===== config.mk =====
export PLATFORM = sky130hd
export DESIGN_NAME = booth_mul_pipe
export DESIGN_NICKNAME = d
export VERILOG_FILES = /design/src/rtl/booth_mul_pkg.sv /design/src/rtl/booth_ppg.sv /design/src/rtl/csa_reduce.sv /design/src/rtl/cla_final.sv /design/src/rtl/booth_mul_pipe.sv
export SDC_FILE = /design/constraint.sdc
export NUM_CORES = 1
export LEC_CHECK = 0
export BUFFER_PORTS_ARGS = -buffer_cell sky130_fd_sc_hd__buf_2
export CORE_ASPECT_RATIO = 0.75
export CORE_MARGIN = 2
export CORE_UTILIZATION = 36
export DETAILED_ROUTE_END_ITERATION = 16
export GPL_TIMING_DRIVEN = 0
export HOLD_SLACK_MARGIN = 0.03
export PLACE_DENSITY = 0.63
export RECOVER_POWER = 50
export SYNTH_ARGS = -nofsm -noshare
export SYNTH_HDL_FRONTEND = slang
export SYNTH_HIERARCHICAL = 1
export SYNTH_SLANG_ARGS = --single-unit

===== constraint.sdc =====
create_clock -name clk -period 1.9 [get_ports clk]
set_input_delay 0.285 -clock clk [delete_from_list [all_inputs] [get_ports clk]]
set_output_delay 0.285 -clock clk [all_outputs]
set_load 0.005 [all_outputs]

===== src/rtl/booth_mul_pkg.sv =====
`timescale 1ns/1ps
// booth_mul_pkg: shared stage counts and the recoded-digit type for the
// pipelined radix-4 multiplier. Assumes the stage split stays fixed at 3/1/5.
package booth_mul_pkg;

    localparam int PPG_STAGES = 3;
    localparam int CSA_STAGES = 1;
    localparam int FSA_STAGES = 5;
    localparam int PIPE_LAT   = PPG_STAGES + CSA_STAGES + FSA_STAGES;

    // One recoded multiplier digit: magnitude select plus sign.
    typedef struct packed {
        logic neg;  // multiple is negated
        logic one;  // magnitude is 1 * multiplicand
        logic two;  // magnitude is 2 * multiplicand
    } bdig_t;

    // Map an overlapping bit group {hi, mid, lo} onto a signed digit.
    function automatic bdig_t recode(input logic [2:0] grp);
        bdig_t d;
        d = '0;
        case (grp)
            3'b001, 3'b010: d.one = 1'b1;
            3'b011:         d.two = 1'b1;
            3'b100:         begin d.two = 1'b1; d.neg = 1'b1; end
            3'b101, 3'b110: begin d.one = 1'b1; d.neg = 1'b1; end
            default:        d = '0;
        endcase
        return d;
    endfunction

endpackage


===== src/rtl/booth_ppg.sv =====
`timescale 1ns/1ps
// booth_ppg: three-stage partial-product generator.
//   stage 1 registers the operands, stage 2 recodes the multiplier into
//   W/2 signed digits, stage 3 forms each selected multiple (inverted when
//   negative), sign-extended to 2W bits and shifted by 2 per digit, and
//   builds the +1 correction vector.
// Assumes W is even and at least 4. Only the valid pipeline is reset.
module booth_ppg
    import booth_mul_pkg::*;
#(
    parameter int W = 4
) (
    input  logic                         clk,
    input  logic                         rst_n,
    input  logic                         in_valid,
    input  logic [W-1:0]                 in_x,
    input  logic [W-1:0]                 in_y,
    output logic                         out_valid,
    output logic [W/2-1:0][2*W-1:0]      out_pp,
    output logic [2*W-1:0]               out_corr
);

    localparam int PW  = 2 * W;
    localparam int NPP = W / 2;

    logic            v1, v2, v3;
    logic [W-1:0]    x1, y1, x2;
    bdig_t           dig_c [NPP];
    bdig_t           dig2  [NPP];
    logic [NPP-1:0]  neg2;
    logic [NPP-1:0][PW-1:0] pp_c;
    logic [PW-1:0]   corr_c;
    logic [PW-1:0]   x_one, x_two;

    // Stage 1: capture the operand pair and its valid flag.
    always_ff @(posedge clk) begin
        if (!rst_n) v1 <= 1'b0;
        else        v1 <= in_valid;
    end

    // Stage 1 data: operands are not reset.
    always_ff @(posedge clk) begin
        x1 <= in_x;
        y1 <= in_y;
    end

    // Stage 2 combinational: one digit per pair of multiplier bits.
    for (genvar i = 0; i < NPP; i++) begin : g_recode
        logic lo_bit;
        if (i == 0) begin : g_first
            assign lo_bit = 1'b0;
        end else begin : g_rest
            assign lo_bit = y1[2*i-1];
        end
        assign dig_c[i] = recode({y1[2*i+1], y1[2*i], lo_bit});
    end

    // Stage 2: valid flag.
    always_ff @(posedge clk) begin
        if (!rst_n) v2 <= 1'b0;
        else        v2 <= v1;
    end

    // Stage 2 data: recoded digits and the multiplicand.
    always_ff @(posedge clk) begin
        for (int i = 0; i < NPP; i++) dig2[i] <= dig_c[i];
        x2 <= x1;
    end

    // Sign-extended one and two times the multiplicand.
    assign x_one = {{(PW-W){x2[W-1]}}, x2};
    assign x_two = {{(PW-W-1){x2[W-1]}}, x2, 1'b0};

    // Stage 3 combinational: select, invert and weight each multiple.
    for (genvar i = 0; i < NPP; i++) begin : g_mult
        logic [PW-1:0] mag;
        assign mag       = dig2[i].one ? x_one : (dig2[i].two ? x_two : '0);
        assign pp_c[i]   = (dig2[i].neg ? ~mag : mag) << (2 * i);
        assign neg2[i]   = dig2[i].neg;
    end

    // Place each digit's +1 correction at its partial product's weight.
    always_comb begin
        corr_c = '0;
        for (int i = 0; i < NPP; i++) corr_c[2*i] = neg2[i];
    end

    // Stage 3: valid flag.
    always_ff @(posedge clk) begin
        if (!rst_n) v3 <= 1'b0;
        else        v3 <= v2;
    end

    // Stage 3 data: partial products and corrections.
    always_ff @(posedge clk) begin
        out_pp   <= pp_c;
        out_corr <= corr_c;
    end

    assign out_valid = v3;

endmodule


===== src/rtl/csa_reduce.sv =====
`timescale 1ns/1ps
// csa_reduce: one-stage carry-save reduction of the partial products and
// the correction vector into a sum vector and a carry vector (mod 2^PW).
// Assumes at least one partial product; the correction vector seeds the
// carry input so two partial products need only a single 3:2 row.
module csa_reduce #(
    parameter int NPP = 2,
    parameter int PW  = 8
) (
    input  logic                    clk,
    input  logic                    rst_n,
    input  logic                    in_valid,
    input  logic [NPP-1:0][PW-1:0]  in_pp,
    input  logic [PW-1:0]           in_corr,
    output logic                    out_valid,
    output logic [PW-1:0]           out_sum,
    output logic [PW-1:0]           out_carry
);

    logic [PW-1:0] sum_c, car_c;
    logic          v_q;

    // Chain of 3:2 compressors, one row per extra partial product.
    always_comb begin
        logic [PW-1:0] s, c, maj;
        s = in_pp[0];
        c = in_corr;
        for (int k = 1; k < NPP; k++) begin
            maj = (s & c) | (s & in_pp[k]) | (c & in_pp[k]);
            s   = s ^ c ^ in_pp[k];
            c   = maj << 1;
        end
        sum_c = s;
        car_c = c;
    end

    // Valid flag for the reduction stage.
    always_ff @(posedge clk) begin
        if (!rst_n) v_q <= 1'b0;
        else        v_q <= in_valid;
    end

    // Register the redundant pair.
    always_ff @(posedge clk) begin
        out_sum   <= sum_c;
        out_carry <= car_c;
    end

    assign out_valid = v_q;

endmodule


===== src/rtl/cla_final.sv =====
`timescale 1ns/1ps
// cla_final: five-stage resolver of the sum/carry pair.
//   stage 1 settles the LOW_W lowest bits directly and passes their carry,
//   stage 2 forms bitwise generate/propagate of the upper bits,
//   stage 3 forms block generate/propagate per BLK-bit group,
//   stage 4 computes every carry with block look-ahead,
//   stage 5 forms the upper sum bits. The final carry-out is dropped.
// Assumes PW > LOW_W. Only the valid pipeline is reset.
module cla_final #(
    parameter int PW    = 8,
    parameter int LOW_W = 2,
    parameter int BLK   = 3
) (
    input  logic            clk,
    input  logic            rst_n,
    input  logic            in_valid,
    input  logic [PW-1:0]   in_sum,
    input  logic [PW-1:0]   in_carry,
    output logic            out_valid,
    output logic [PW-1:0]   out_p
);

    localparam int HI   = PW - LOW_W;
    localparam int NBLK = (HI + BLK - 1) / BLK;

    logic [4:0]        vq;
    logic [LOW_W:0]    low_c;
    logic [HI-1:0]     a1, b1, g2, p2, g3, p3, p4, cv_c, cv4;
    logic              cin1, cin2, cin3;
    logic [LOW_W-1:0]  lo1, lo2, lo3, lo4;
    logic [NBLK-1:0]   bg_c, bp_c, bg3, bp3;

    // Valid flag shifts through all five stages.
    always_ff @(posedge clk) begin
        if (!rst_n) vq <= '0;
        else        vq <= {vq[3:0], in_valid};
    end

    // Low bits of the pair resolved with a narrow add.
    assign low_c = {1'b0, in_sum[LOW_W-1:0]} + {1'b0, in_carry[LOW_W-1:0]};

    // Stage 1: split off the settled low bits and the upper operands.
    always_ff @(posedge clk) begin
        a1   <= in_sum[PW-1:LOW_W];
        b1   <= in_carry[PW-1:LOW_W];
        cin1 <= low_c[LOW_W];
        lo1  <= low_c[LOW_W-1:0];
    end

    // Stage 2: bitwise generate and propagate.
    always_ff @(posedge clk) begin
        g2   <= a1 & b1;
        p2   <= a1 ^ b1;
        cin2 <= cin1;
        lo2  <= lo1;
    end

    // Block generate/propagate over each group of BLK bits.
    always_comb begin
        for (int b = 0; b < NBLK; b++) begin
            logic gacc, pacc;
            gacc = 1'b0;
            pacc = 1'b1;
            for (int j = 0; j < BLK; j++) begin
                if (b * BLK + j < HI) begin
                    gacc = g2[b*BLK+j] | (p2[b*BLK+j] & gacc);
                    pacc = pacc & p2[b*BLK+j];
                end
            end
            bg_c[b] = gacc;
            bp_c[b] = pacc;
        end
    end

    // Stage 3: register block terms alongside the bit terms.
    always_ff @(posedge clk) begin
        bg3  <= bg_c;
        bp3  <= bp_c;
        g3   <= g2;
        p3   <= p2;
        cin3 <= cin2;
        lo3  <= lo2;
    end

    // Block carries by look-ahead, then bit carries inside each block.
    always_comb begin
        logic cblk, cbit;
        cv_c = '0;
        cblk = cin3;
        for (int b = 0; b < NBLK; b++) begin
            cbit = cblk;
            for (int j = 0; j < BLK; j++) begin
                if (b * BLK + j < HI) begin
                    cv_c[b*BLK+j] = cbit;
                    cbit = g3[b*BLK+j] | (p3[b*BLK+j] & cbit);
                end
            end
            cblk = bg3[b] | (bp3[b] & cblk);
        end
    end

    // Stage 4: register carry-in of every upper bit.
    always_ff @(posedge clk) begin
        cv4 <= cv_c;
        p4  <= p3;
        lo4 <= lo3;
    end

    // Stage 5: final sum bits joined with the settled low bits.
    always_ff @(posedge clk) begin
        out_p <= {p4 ^ cv4, lo4};
    end

    assign out_valid = vq[4];

endmodule


===== src/rtl/booth_mul_pipe.sv =====
`timescale 1ns/1ps
// booth_mul_pipe: top of the pipelined signed multiplier. Chains the
// partial-product generator (3 stages), carry-save reduction (1 stage) and
// carry look-ahead resolver (5 stages). One pair in and one product out
// per clock, with a fixed latency of PIPE_LAT edges.
// Assumes W is even and at least 4.
module booth_mul_pipe
    import booth_mul_pkg::*;
#(
    parameter int W     = 4,
    parameter int LOW_W = 2,
    parameter int BLK   = 3
) (
    input  logic             clk,
    input  logic             rst_n,
    input  logic             in_valid,
    input  logic [W-1:0]     in_x,
    input  logic [W-1:0]     in_y,
    output logic             out_valid,
    output logic [2*W-1:0]   out_p
);

    localparam int PW  = 2 * W;
    localparam int NPP = W / 2;
    localparam int LAT = PIPE_LAT;

    logic                    ppg_v, csa_v;
    logic [NPP-1:0][PW-1:0]  ppg_pp;
    logic [PW-1:0]           ppg_corr, csa_s, csa_c;

    booth_ppg #(.W(W)) u_ppg (
        .clk       (clk),
        .rst_n     (rst_n),
        .in_valid  (in_valid),
        .in_x      (in_x),
        .in_y      (in_y),
        .out_valid (ppg_v),
        .out_pp    (ppg_pp),
        .out_corr  (ppg_corr)
    );

    csa_reduce #(.NPP(NPP), .PW(PW)) u_csa (
        .clk       (clk),
        .rst_n     (rst_n),
        .in_valid  (ppg_v),
        .in_pp     (ppg_pp),
        .in_corr   (ppg_corr),
        .out_valid (csa_v),
        .out_sum   (csa_s),
        .out_carry (csa_c)
    );

    cla_final #(.PW(PW), .LOW_W(LOW_W), .BLK(BLK)) u_cla (
        .clk       (clk),
        .rst_n     (rst_n),
        .in_valid  (csa_v),
        .in_sum    (csa_s),
        .in_carry  (csa_c),
        .out_valid (out_valid),
        .out_p     (out_p)
    );

endmodule


==> impl_metrics.csv <==
group,metric,value,unit
global_route,overflow,0,
yosys,syn_area,3367,µm²
timing,fmax,0.9210,GHz
route,firstDrtPassIters,4,
place,dp_cells,384,
yosys,synthDistinctLibCells,26,
yosys,ys_seq_elements,120,
global_route,grt_max_degree,17,
global_route,grt_pass1_vias,1451,
clock_tree,postCtsHoldBufs,8,
route,drc,0,
global_route,antenna_found_initial,0,
yosys,netlist_top_cells_count,"120 x dfxtp_1, 14 x buf_4, 10 x and2_1",
power,powerDensity,1634,nW/µm²
worst_setup_path,cp-end-kind,"primary output",
global_route,grt_pass1_wl,6092,µm
min_path,min_from,"in_valid",
timing,fin_setup_tns,0,ns
final_layout,fin_util,47.98,%
worst_setup_path,crit_buf_inv,1,
min_path,min_path_type,"input port to register",
timing,maxSlewViolCount,0,
die,die-width,115.7,µm
yosys,synth_ff_type,"dfxtp_1",
power,irDropWorstVdd,0.7214,mV
clock_tree,cts_setup_buffers,0,
yosys,synth_top_area_cell,"dfxtp_1",
worst_setup_path,ff2ff_path_depth,2,
timing,skew,0.005381,ns
worst_setup_path,crit_family,"flip-flops",
place,hpwl,2147,µm
clock_tree,root_buffer,"clkbuf_16",
global_route,gr-max-usage-layer,"met2",
worst_setup_path,path_max_fanout,1,
place,gp_congestion,0.7355,
worst_setup_path,reg2reg_slack,0.82,ns
clock_tree,cts_tree,"yes",
yosys,synth_top_area_share,71.35,%
timing,whs,0.08554,ns
global_route,grt_use_met2,11.64,%
global_route,groute.layer.met3.usage,6.228,%
worst_setup_path,cp.arrival,0.80,ns
timing,finalCritPeriodShare,57.14,%
route,antenna_left,0,
timing,finalSetupViolations,0,
final_layout,drive_gt1_share,25.00,%
clock_tree,clkSinkCount,120,
die,die_h,87.76,µm
worst_setup_path,crit_required,1.62,ns
min_path,min_to,"u_ppg/v1",
worst_setup_path,crit_type,"register to primary output",
worst_setup_path,r2r-start,"u_ppg/out_pp[6]",
clock_tree,clockBufferDepth,2,
route,drt-total-wl,3462,µm
clock_tree,clkLatencyLatePin,0.40,ns
worst_setup_path,startpoint,"u_cla/out_p[7]",
outcome,status,"complete, no violations",
route,vias,1576,
global_route,use_met1,8.833,%
flow_run,max_cap_violations,0,
final_layout,fin_nets,308,
yosys,synth-seq-area-share,71.35,%
clock_tree,htreeDepth,4,
yosys,synth_edf_count,0,
yosys,synth_area_leaders,"dfxtp_1 71%, fa_1 4.8%, buf_4 3.1%",
route,drtIter0Drc,64,
clock_tree,clkTransAtPathRegs,0.05,ns
die,die_area,10150,µm²
die,core,9084,µm²
die,row_count,30,
yosys,synthCells,230,
worst_setup_path,r2r_end,"u_csa/out_sum[6]",
yosys,synthArstFlopShare,0,%
power,p_total,7.122,mW
clock_tree,cts_buffers,17,
final_layout,diodes,0,
min_path,whs_path_depth,2,
worst_setup_path,crit_chain,"buf_2",
worst_setup_path,worstSetupStartpointType,"register",
timing,rsz0062_at_grt,"false",
clock_tree,cts.repair.resized,0,
worst_setup_path,crit_path_max_incr_delay,0.29,ns
route,vias_per_cell,3.717,
route,routedWlPerCell,8.165,µm
final_layout,synthToLayoutAreaGrowth,29.43,%
die,start_util,37.07,%
final_layout,fin_cells,424,
power,p_leak,1.934,nW
yosys,yosysMostFrequentCell,"dfxtp_1",
yosys,yosys_warnings,6,
place,io_buffers,19,
die,io_pins,20,
timing,hold_viol,0,
global_route,grt_usage,8.596,%
worst_setup_path,critPathSlowestCell,"dfxtp_1",
timing,min_period,1.086,ns
yosys,syn-mean-instance-area,14.64,µm²
==> cells by family (layout without fill, tap and decap cells) <==
group | count (synthesis) | count (layout) | synth area share, %
other | 2 | 9 | 0.2230
flip-flops | 120 | 120 | 71.35
adder cells (fa/ha/maj) | 14 | 14 | 6.986
buffers and inverters | 24 | 83 | 4.905
AND/OR/NAND/NOR | 34 | 34 | 7.321
AO/OA/AOI/OAI | 23 | 23 | 5.388
XOR/XNOR | 13 | 13 | 3.827
==> sequential cells by signal (all words and copies together), names as in the netlist, 6 cells and up <==
| register | flops |
|---|---|
| u_csa/out_sum | 8 |
| u_ppg/out_pp | 10 |
| u_ppg/dig2 | 6 |
| u_csa/out_carry | 7 |
| u_cla/b1 | 6 |
| u_cla/p2 | 6 |
| u_cla/p4 | 6 |
| u_cla/cv4 | 6 |
| u_cla/p3 | 6 |
| u_cla/a1 | 6 |
| u_cla/out_p | 8 |
==> layout make-up <==
cell class | count | area (µm²)
Multi-Input combinational cell | 93 | 825.8
Inverter | 5 | 18.77
Tap cell | 128 | 160.2
Timing Repair Buffer | 27 | 173.9
Fill cell | 805 | 4726
Sequential cell | 120 | 2402
Buffer | 19 | 146.4
Clock inverter | 10 | 166.4
Clock buffer | 22 | 464.2
==> through the flow <==
stage | worst slack [ns] | area (µm²)
2_1_floorplan | 0.8629 | 3393
3_3_place_gp | 0.8217 | 3649
3_5_place_dp | 0.8034 | 3649
4_1_cts | 0.7883 | 4359
5_1_grt | 0.7647 | 4358
6_report | 0.8143 | 4358
==> cell usage in the layout (no fill, tap or decap), types with 7 or more instances in the layout <==
cell type and n:
buf_4 14, and2_1 7, buf_2 18, clkbuf_16 17
a21o_1 7, conb_1 9, dfxtp_1 120, dlygate4sd3_1 8
xor2_1 8, fa_1 8
==> worst max path at each step <==
stage,to,slack [ns],cells after the start
after floorplan,u_csa/out_sum[6],0.86,2
after global placement,u_csa/out_sum[6],0.82,2
after detailed placement,u_csa/out_sum[6],0.80,2
after CTS,out_p[7],0.79,1
after global routing,out_p[2],0.76,1
final,out_p[7],0.81,1
==> per-layer routing <==
layer  vias up  wire length (µm)  share of wire (%)
met2        34              1501                 43
met3        10               241                7.0
met1       689              1634                 47
met4         0                84                2.4
met5         -                 0                  0
li1        843                 -                  -
==> power by group <==
| part | switching [mW] | internal (mW) |
|---|---|---|
| sequential | 0.205 | 3.16 |
| combinational | 0.168 | 0.283 |
| clock | 1.04 | 2.27 |
(Power assumes the default switching activity.)
